**config.mk**
```make
export PLATFORM = sky130hd
export DESIGN_NAME = sysrst_ctl
export DESIGN_NICKNAME = d
export VERILOG_FILES = /design/src/rtl/sysrst_pkg.sv /design/src/rtl/sysrst_decode.sv /design/src/rtl/sysrst_store.sv /design/src/rtl/sysrst_pulse.sv /design/src/rtl/sysrst_ctl.sv
export SDC_FILE = /design/constraint.sdc
export NUM_CORES = 1
export LEC_CHECK = 0
export CELL_PAD_IN_SITES_DETAIL_PLACEMENT = 1
export CELL_PAD_IN_SITES_GLOBAL_PLACEMENT = 1
export CORE_ASPECT_RATIO = 0.7
export CORE_MARGIN = 1
export CORE_UTILIZATION = 21
export DETAILED_ROUTE_END_ITERATION = 6
export GPL_ROUTABILITY_DRIVEN = 0
export PLACE_DENSITY_LB_ADDON = 0.1
export SLEW_MARGIN = 10
export SYNTH_ARGS = -nofsm -noshare
export SYNTH_HDL_FRONTEND = slang
export SYNTH_SLANG_ARGS = --single-unit
export TNS_END_PERCENT = 5
```
**constraint.sdc**
```tcl
create_clock -name clk -period 2.02 [get_ports clk]
set_input_delay 0.404 -clock clk [delete_from_list [all_inputs] [get_ports clk]]
set_output_delay 0.404 -clock clk [all_outputs]
set_load 0.05 [all_outputs]
```
**src/rtl/sysrst_pkg.sv**
```systemverilog
package sysrst_pkg;

    localparam int REG_W = 8;

    typedef struct packed {
        logic cpu;
        logic hard;
        logic reload;
    } pulse_t;

    typedef struct packed {
        logic [REG_W-1:0] val;
    } hold_t;

endpackage

```
**src/rtl/sysrst_decode.sv**
```systemverilog
module sysrst_decode #(
    parameter int              ADDR_W    = 16,
    parameter logic [ADDR_W-1:0] PORT_ADDR = 16'h0CF9
) (
    input  logic [ADDR_W-1:0] io_addr,
    input  logic              io_wr,
    input  logic              io_rd,
    output logic              wr_hit,
    output logic              rd_hit
);

    logic addr_match;

    always_comb begin
        addr_match = (io_addr == PORT_ADDR);
        wr_hit     = io_wr && addr_match;
        rd_hit     = io_rd && addr_match;
    end

endmodule

```
**src/rtl/sysrst_store.sv**
```systemverilog
module sysrst_store
    import sysrst_pkg::*;
#(
    parameter int GO_BIT    = 2,
    parameter int SCOPE_BIT = 1
) (
    input  logic             clk,
    input  logic             rst_n,
    input  logic             wr_hit,
    input  logic             rd_hit,
    input  logic [REG_W-1:0] wdata,
    output logic [REG_W-1:0] rdata,
    output logic             trig,
    output logic             go_held
);

    localparam logic [REG_W-1:0] KEEP_MASK = ~(REG_W'(1) << SCOPE_BIT);
    localparam logic [REG_W-1:0] SHOW_MASK = ~(REG_W'(1) << GO_BIT);

    hold_t hold_d, hold_q;

    always_comb begin
        hold_d = hold_q;
        trig   = wr_hit && wdata[GO_BIT] && !hold_q.val[GO_BIT];
        if (wr_hit) begin
            hold_d.val = wdata & KEEP_MASK;
        end
        rdata   = rd_hit ? (hold_q.val & SHOW_MASK) : '0;
        go_held = hold_q.val[GO_BIT];
    end

    always_ff @(posedge clk) begin
        if (!rst_n) begin
            hold_q <= '0;
        end else begin
            hold_q <= hold_d;
        end
    end

    AST_MISS_KEEPS_REG: assert property (@(posedge clk) disable iff (!rst_n)
        !wr_hit |=> $stable(hold_q.val));
    AST_SCOPE_NEVER_HELD: assert property (@(posedge clk) disable iff (!rst_n)
        wr_hit |=> !hold_q.val[SCOPE_BIT]);

endmodule

```
**src/rtl/sysrst_pulse.sv**
```systemverilog
module sysrst_pulse
    import sysrst_pkg::*;
(
    input  logic clk,
    input  logic rst_n,
    input  logic trig,
    input  logic scope,
    output logic cpu_rst,
    output logic hard_rst,
    output logic cfg_reload
);

    pulse_t pulse_d, pulse_q;

    always_comb begin
        pulse_d        = '0;
        pulse_d.cpu    = trig;
        pulse_d.hard   = trig && scope;
        pulse_d.reload = trig && scope;
    end

    always_ff @(posedge clk) begin
        if (!rst_n) begin
            pulse_q <= '0;
        end else begin
            pulse_q <= pulse_d;
        end
    end

    assign cpu_rst    = pulse_q.cpu;
    assign hard_rst   = pulse_q.hard;
    assign cfg_reload = pulse_q.reload;

    AST_CPU_PULSE_SINGLE: assert property (@(posedge clk) disable iff (!rst_n)
        pulse_q.cpu |=> !pulse_q.cpu);
    AST_HARD_NEEDS_CPU: assert property (@(posedge clk) disable iff (!rst_n)
        pulse_q.hard |-> pulse_q.cpu);

endmodule

```
**src/rtl/sysrst_ctl.sv**
```systemverilog
module sysrst_ctl
    import sysrst_pkg::*;
#(
    parameter int                ADDR_W    = 16,
    parameter logic [ADDR_W-1:0] PORT_ADDR = 16'h0CF9,
    parameter int                GO_BIT    = 2,
    parameter int                SCOPE_BIT = 1
) (
    input  logic              clk,
    input  logic              rst_n,
    input  logic [ADDR_W-1:0] io_addr,
    input  logic              io_wr,
    input  logic              io_rd,
    input  logic [REG_W-1:0]  io_wdata,
    output logic [REG_W-1:0]  io_rdata,
    output logic              cpu_rst_pulse,
    output logic              hard_rst_pulse,
    output logic              cfg_reload_pulse
);

    logic wr_hit;
    logic rd_hit;
    logic trig;
    logic go_held;

    sysrst_decode #(
        .ADDR_W    (ADDR_W),
        .PORT_ADDR (PORT_ADDR)
    ) u_decode (
        .io_addr (io_addr),
        .io_wr   (io_wr),
        .io_rd   (io_rd),
        .wr_hit  (wr_hit),
        .rd_hit  (rd_hit)
    );

    sysrst_store #(
        .GO_BIT    (GO_BIT),
        .SCOPE_BIT (SCOPE_BIT)
    ) u_store (
        .clk     (clk),
        .rst_n   (rst_n),
        .wr_hit  (wr_hit),
        .rd_hit  (rd_hit),
        .wdata   (io_wdata),
        .rdata   (io_rdata),
        .trig    (trig),
        .go_held (go_held)
    );

    sysrst_pulse u_pulse (
        .clk        (clk),
        .rst_n      (rst_n),
        .trig       (trig),
        .scope      (io_wdata[SCOPE_BIT]),
        .cpu_rst    (cpu_rst_pulse),
        .hard_rst   (hard_rst_pulse),
        .cfg_reload (cfg_reload_pulse)
    );

    AST_PULSE_AFTER_HIT: assert property (@(posedge clk) disable iff (!rst_n)
        cpu_rst_pulse |-> $past(wr_hit));
    AST_NO_RETRIGGER: assert property (@(posedge clk) disable iff (!rst_n)
        go_held |=> !cpu_rst_pulse);
    AST_CPU_ONLY_SCOPE: assert property (@(posedge clk) disable iff (!rst_n)
        (cpu_rst_pulse && !hard_rst_pulse) |-> !$past(io_wdata[SCOPE_BIT]));
    AST_RELOAD_WITH_HARD: assert property (@(posedge clk) disable iff (!rst_n)
        cfg_reload_pulse == hard_rst_pulse);

endmodule

```
==> results.cfg, run 1 <==
[timing]
drv_slew = 0
rsz0062_at_grt = true
timing.final.crit_share = 1.034
clock_skew_ns = 0.0001815
setup_viol = 6
max_freq_ghz = 0.4786
worst_slew_pin_slew_ns = 0.4969
fin_ws_ns = -0.06955
finalHoldViolCount = 0
slew_headroom = 0.6677
post-route-min-period_ns = 2.090
tns_ns = -0.3947

[detailed_routing]
routedWlPerCell_um = 11.68
drt_iter0_markers = 9
dr.pass1.iters = 2
vias = 507
wl_met3_um = 85
via_per_inst = 4.156
ant_nets = 0
wl_um = 1425
dr_wl_met2_um = 658
drt-met1-wl_um = 681
highest_layer = met3
drc = 0

[yosys]
synthSimpleGateAreaFrac = 0.4089
synth-xor-area-share = 0
yosys.area_share.adder = 0
synth_cells = 50
synth_warnings = 0
synth_top_family_by_area = simple AND/OR/NAND/NOR gates
avgSynthCellArea_um2 = 9.609
ys_seq_area_frac = 0.3750
synth.area.mux_share = 0.1458
synth_compound_area_frac = 0
synth_seq_cells = 9
synth.cell_area_um2 = 480.5
synth_cell_types = 14

[global_routing]
grt_antenna_before_repair = 0
grt_max_degree = 15
grt_pass1_vias = 493
grt_pass1_wl_um = 2194
gr-total-overflow = 0
grt_usage = 0.1210

[critical_path]
reg2reg_from = u_store.hold_q[2]
critPathTopFamily = simple AND/OR/NAND/NOR gates
slowest_stage = or4_4
r2r_setup_slack_ns = 1.33
crit_path_max_incr_delay_ns = 0.53
cp_max_fo = 7
required_ns = 1.62
path_class = in2out
r2r_cells = 1
endpoint_kind = output pin
worstPathArrival_ns = 1.69
crit_start = io_addr[2]
critPathLaunchType = input port
worstPathCellList = buf_6 > or4_4 > nor4_4 > buf_4 > and3_4 > buf_12
r2r-end = u_pulse.hard_rst
critical_path_buf_inv_count = 3

[cells_and_area]
drive_gt1_frac = 0.2889
n_antenna_cell = 0
num-fill-cells = 265
syn2layout_area_growth_pct = 107.6
layout.nets = 119
fin_area_um2 = 997.2

[clock_tree]
post-cts-setup-buffer-count = 0
cts_tree = built
clock_sinks = 9
ctsHoldBuffers = 0
cts_buffers = 3
clk_pin_slew_ns = 0.06
htreeDepth = 1
clk_latency_ns = 0.26
cts_buffer_depth = 2
root_buffer = clkbuf_4

[run]
max_cap_viol_count = 0

[min_path]
min_path_cells = 2
hold_path.class = reg2reg
min-delay-start = u_store.hold_q[3]
hold_path_end = u_store.hold_q[3]

[floorplan]
dieArea_um2 = 2486
design.core.area_um2 = 2155
start_util = 0.2230
num_rows = 14
num_io_pins = 39
fp.dieW_um = 59.17
die_y_um = 42.02

[power]
leakagePower_nw = 0.4757
finalPower_mw = 0.3888
vdd_drop_max_mv = 0.2086
powerDensity_nw_per_um2 = 389.9

[place]
io_buffers = 36
placed_area_um2 = 963.4
dp_hpwl_um = 1152

[run_status]
violations = negative setup slack
status = finished with violations
area by class of cell:
type | count | area (um^2) | share of cell area
Clock buffer | 4 | 26.28 | 0.02635
Multi-Input combinational cell | 37 | 312.8 | 0.3137
Tap cell | 32 | 40.04 | 0.04015
Timing Repair Buffer | 39 | 434.2 | 0.4354
Sequential cell | 9 | 180.2 | 0.1807
Inverter | 1 | 3.754 | 0.003764
cell usage in the layout, fill, tap and decap left out:
| cell type | n |
|---|---|
| buf_12 | 6 |
| nand2_1 | 14 |
| buf_6 | 1 |
| dfxtp_1 | 9 |
| clkbuf_1 | 1 |
| clkdlybuf4s50_1 | 14 |
| nand4bb_4 | 1 |
| and3_4 | 6 |
| inv_1 | 1 |
| clkdlybuf4s15_1 | 1 |
| dlygate4sd2_1 | 8 |
| conb_1 | 2 |
| nand4b_1 | 2 |
| mux2i_1 | 7 |
| nor4_4 | 2 |
| clkbuf_4 | 3 |
| or4_4 | 1 |
| dlymetal6s2s_1 | 4 |
| buf_2 | 2 |
| nand2_4 | 1 |
| buf_4 | 3 |
| nor3_1 | 1 |
registers in the layout, indices dropped and copies added, names as in the netlist:
signal and flops:
u_pulse.cpu_rst 1, u_store.hold_q 7, u_pulse.hard_rst 1
synthesized netlist by cell type:
master / count / area [um^2]
nand2_1: 14 / 52.55
dfxtp_1: 9 / 180.2
mux2i_1: 7 / 70.07
and3_2: 6 / 45.04
buf_4: 3 / 22.52
nand4b_1: 2 / 17.52
nor4_4: 2 / 42.54
clkbuf_1: 1 / 3.750
conb_1: 1 / 3.750
inv_1: 1 / 3.750
nand2_4: 1 / 11.26
nand4bb_1: 1 / 11.26
nor3_1: 1 / 5.000
or4_4: 1 / 11.26
how the worst max path moves through the flow:
stage / to / slack, ns / cells after the start
global placement: io_rdata[0] / -0.39 / 6
CTS: io_rdata[0] / -0.16 / 6
finish: io_rdata[4] / -0.07 / 6
detailed placement: io_rdata[0] / -0.41 / 6
global route: io_rdata[0] / -0.11 / 6
floorplan: io_rdata[0] / 0.007 / 3
kinds of logic (layout without fill, tap and decap cells):
| kind of cell | Yosys count | after routing |
|---|---|---|
| buffers and inverters | 5 | 44 |
| AND/OR/NAND/NOR | 28 | 28 |
| other | 1 | 2 |
| multiplexers | 7 | 7 |
| flip-flops | 9 | 9 |
metal layers:
layer	global-route usage	vias up
met4	0.04286	0
li1	-	248
met2	0.1955	22
met1	0.1516	237
met3	0.03704	0
met5	0	-
what timing repair did:
action	in CTS	in global routing
setup endpoints to repair	6	6
pin swaps	9	3
hold endpoints to repair	0	0
gates resized for setup	21	4
worst min-delay path: cells and delay by family (launching register included):
family        cells  cell delay (ns)
flops             1             0.31
simple gates      1             0.05
mux               1             0.06
stage by stage:
| step | util | cells | setup WS [ns] | hold WS [ns] |
|---|---|---|---|---|
| final | 0.4628 | 122 | -0.06955 | 0.4643 |
| after global routing | 0.4628 | 122 | -0.1110 | 0.4933 |
| after CTS | 0.4582 | 122 | -0.1600 | 0.4707 |
| after detailed placement | 0.4472 | 118 | -0.4072 | 0.4612 |
| after global placement | 0.4472 | 118 | -0.3921 | 0.4475 |
| after floorplan | - | 51 | 0.007499 | 0.4391 |
power by group:
group | total [mW] | switching (mW) | internal, mW
Sequential | 0.177 | 0.000000774 | 0.177
Clock | 0.139 | 0.0633 | 0.0760
Combinational | 0.0721 | 0.0283 | 0.0439
Total | 0.389 | 0.0916 | 0.297
No activity file was read; power rests on OpenSTA's default activity.
==> run 2: changes to the inputs <==
--- a/config.mk
+++ b/config.mk
@@ -5,10 +5,11 @@
 export SDC_FILE = /design/constraint.sdc
 export NUM_CORES = 1
 export LEC_CHECK = 0
+export CAP_MARGIN = 20
 export CELL_PAD_IN_SITES_DETAIL_PLACEMENT = 1
 export CELL_PAD_IN_SITES_GLOBAL_PLACEMENT = 1
 export CORE_ASPECT_RATIO = 0.7
-export CORE_MARGIN = 1
+export CORE_MARGIN = 2
 export CORE_UTILIZATION = 21
 export DETAILED_ROUTE_END_ITERATION = 6
 export GPL_ROUTABILITY_DRIVEN = 0
==> constraint.sdc (replaced) <==
create_clock -name clk -period 2.13 [get_ports clk]
set_input_delay 0.426 -clock clk [delete_from_list [all_inputs] [get_ports clk]]
set_output_delay 0.426 -clock clk [all_outputs]
set_load 0.05 [all_outputs]
==> run 2 against run 1 <==
  * The run now ends clean
  * Sequential power down 5%
  * Die area grew 8.3%
  * Utilization is 0.52 points lower
  * First-iteration DRC count down 67%
==> results.cfg, run 2 (synthesized netlist as in run 1, its figures left out) <==
[detailed_routing]
routedWlPerCell_um = 12.23
via_per_inst = 4.090
wl_um = 1492
highest_layer = met3
dr_wl_met2_um = 788
drc = 0
wl_met3_um = 117
vias = 499
dr.pass1.iters = 2
ant_nets = 0
drt_iter0_markers = 3
drt-met1-wl_um = 586

[clock_tree]
cts_tree = built
htreeDepth = 1
root_buffer = clkbuf_4
cts_buffers = 3
clock_sinks = 9
clk_pin_slew_ns = 0.06
cts_buffer_depth = 2
clk_latency_ns = 0.27

[cells_and_area]
fin_cells = 122
top_register = u_store.hold_q
n_antenna_cell = 0
largest_reg_flops = 7
fin_util = 0.4576
layout.nets = 119
drive_gt1_frac = 0.2889
fin_area_um2 = 985.9
layout_common_cells = nand2_1 (14), clkdlybuf4s50_1 (14), dlygate4sd2_1 (12), dfxtp_1 (9), mux2i_1 (7)
syn2layout_area_growth_pct = 105.2

[floorplan]
design.core.area_um2 = 2155
start_util = 0.2230
die_y_um = 44.02
num_rows = 14
dieArea_um2 = 2693
fp.dieW_um = 61.17
num_io_pins = 39

[min_path]
min_path_cells = 2
hold_path.class = reg2reg
min-delay-start = u_store.hold_q[7]
hold_path_end = u_store.hold_q[7]

[place]
io_buffers = 36
place_inst = 117
dp_hpwl_um = 1182
placed_area_um2 = 933.4
dp_slack_ns = -0.4233

[timing]
setup_viol = 0
max_freq_ghz = 0.4743
hold_ws_ns = 0.4603
fin_ws_ns = 0.02157
tns_ns = 0
finalHoldViolCount = 0
rsz0062_at_grt = true
post-route-min-period_ns = 2.108
clock_skew_ns = 0.00001998
timing.final.crit_share = 0.9899
drv_slew = 0

[critical_path]
r2r_cells = 1
r2r_setup_slack_ns = 1.42
worstPathArrival_ns = 1.68
r2r-end = u_pulse.hard_rst
required_ns = 1.70
critPathLaunchType = input port
cp_max_fo = 7
reg2reg_from = u_store.hold_q[2]
endpoint_kind = output pin
path_class = in2out

[power]
internal_power_mw = 0.2808
p_switching_mw = 0.08988
seq_power_share = 0.454
finalPower_mw = 0.3707
p_clk_frac = 0.365
comb_power_share = 0.181
powerDensity_nw_per_um2 = 376.0
vdd_drop_max_mv = 0.1684
power.share.switching = 0.2425
leakagePower_nw = 0.4453

[global_routing]
grt_usage = 0.1202
grt_pass1_vias = 476
grt_max_degree = 10
grt_antenna_before_repair = 0
grt_pass1_wl_um = 2256
gr-total-overflow = 0

[run_status]
status = finished, final reports clean

[run]
max_cap_viol_count = 0
-- run 2: changes by cell type in the layout (fill, tap and decap cells not counted), sizes merged --
cell,before,now
dlygate4sd2,8,12
dlymetal6s2s,4,0
-- run 2: final cells by class --
cell class	count	area, um^2
repair buffers	39	422.9
fillers	251	1169
inverters	1	3.754
clock buffers	4	26.28
multi-input cells	37	312.8
well taps	32	40.04
flip-flops and latches	9	180.2
-- run 2: worst max-delay path by stage --
stage | start | endpoint | cells past startpoint
global route | io_addr[2] | io_rdata[3] | 6
CTS | io_addr[2] | io_rdata[3] | 6
floorplan | io_addr[12] | io_rdata[0] | 3
detailed placement | io_addr[12] | io_rdata[3] | 6
finish | io_addr[2] | io_rdata[3] | 6
global placement | io_addr[12] | io_rdata[3] | 6
-- run 2: layer usage --
| layer | GRT usage | up-vias |
|---|---|---|
| li1 | - | 249 |
| met1 | 0.1385 | 228 |
| met2 | 0.1979 | 22 |
| met3 | 0.04678 | 0 |
| met4 | 0.05217 | 0 |
| met5 | 0 | - |
-- run 2: power by group through the flow --
stage,logic [mW],registers [mW],clock network [mW]
after floorplan,0.0218,0.172,0
after global placement,0.0724,0.172,0
after detailed placement,0.0737,0.172,0
after CTS,0.0675,0.168,0.137
after global routing,0.0723,0.168,0.153
final,0.0672,0.168,0.135
-- run 2: what timing repair did --
| action | in CTS | in global routing |
|---|---|---|
| gates resized for setup | 31 | 1 |
| hold buffers | 0 | 0 |
| endpoints found under the setup margin | 6 | 6 |
| pin swaps | 11 | 0 |
| buffers inserted | 1 | 0 |
| hold endpoints to repair | 0 | 0 |
-- run 2: worst max-delay path, cell delays in order --
cell and delay [ns]:
buf_6 0.09, or4_4 0.54, nor4_4 0.15, buf_6 0.16, and3_4 0.19, buf_12 0.13
==> run 3: changes to the inputs <==
--- a/config.mk
+++ b/config.mk
@@ -11,8 +11,8 @@
 export CORE_ASPECT_RATIO = 0.7
 export CORE_MARGIN = 2
 export CORE_UTILIZATION = 21
+export CTS_CLUSTER_SIZE = 20
 export DETAILED_ROUTE_END_ITERATION = 6
-export GPL_ROUTABILITY_DRIVEN = 0
 export PLACE_DENSITY_LB_ADDON = 0.1
 export SLEW_MARGIN = 10
 export SYNTH_ARGS = -nofsm -noshare
==> results of run 3 <==
Final layout, timing and power as in run 2 (identical DEF).
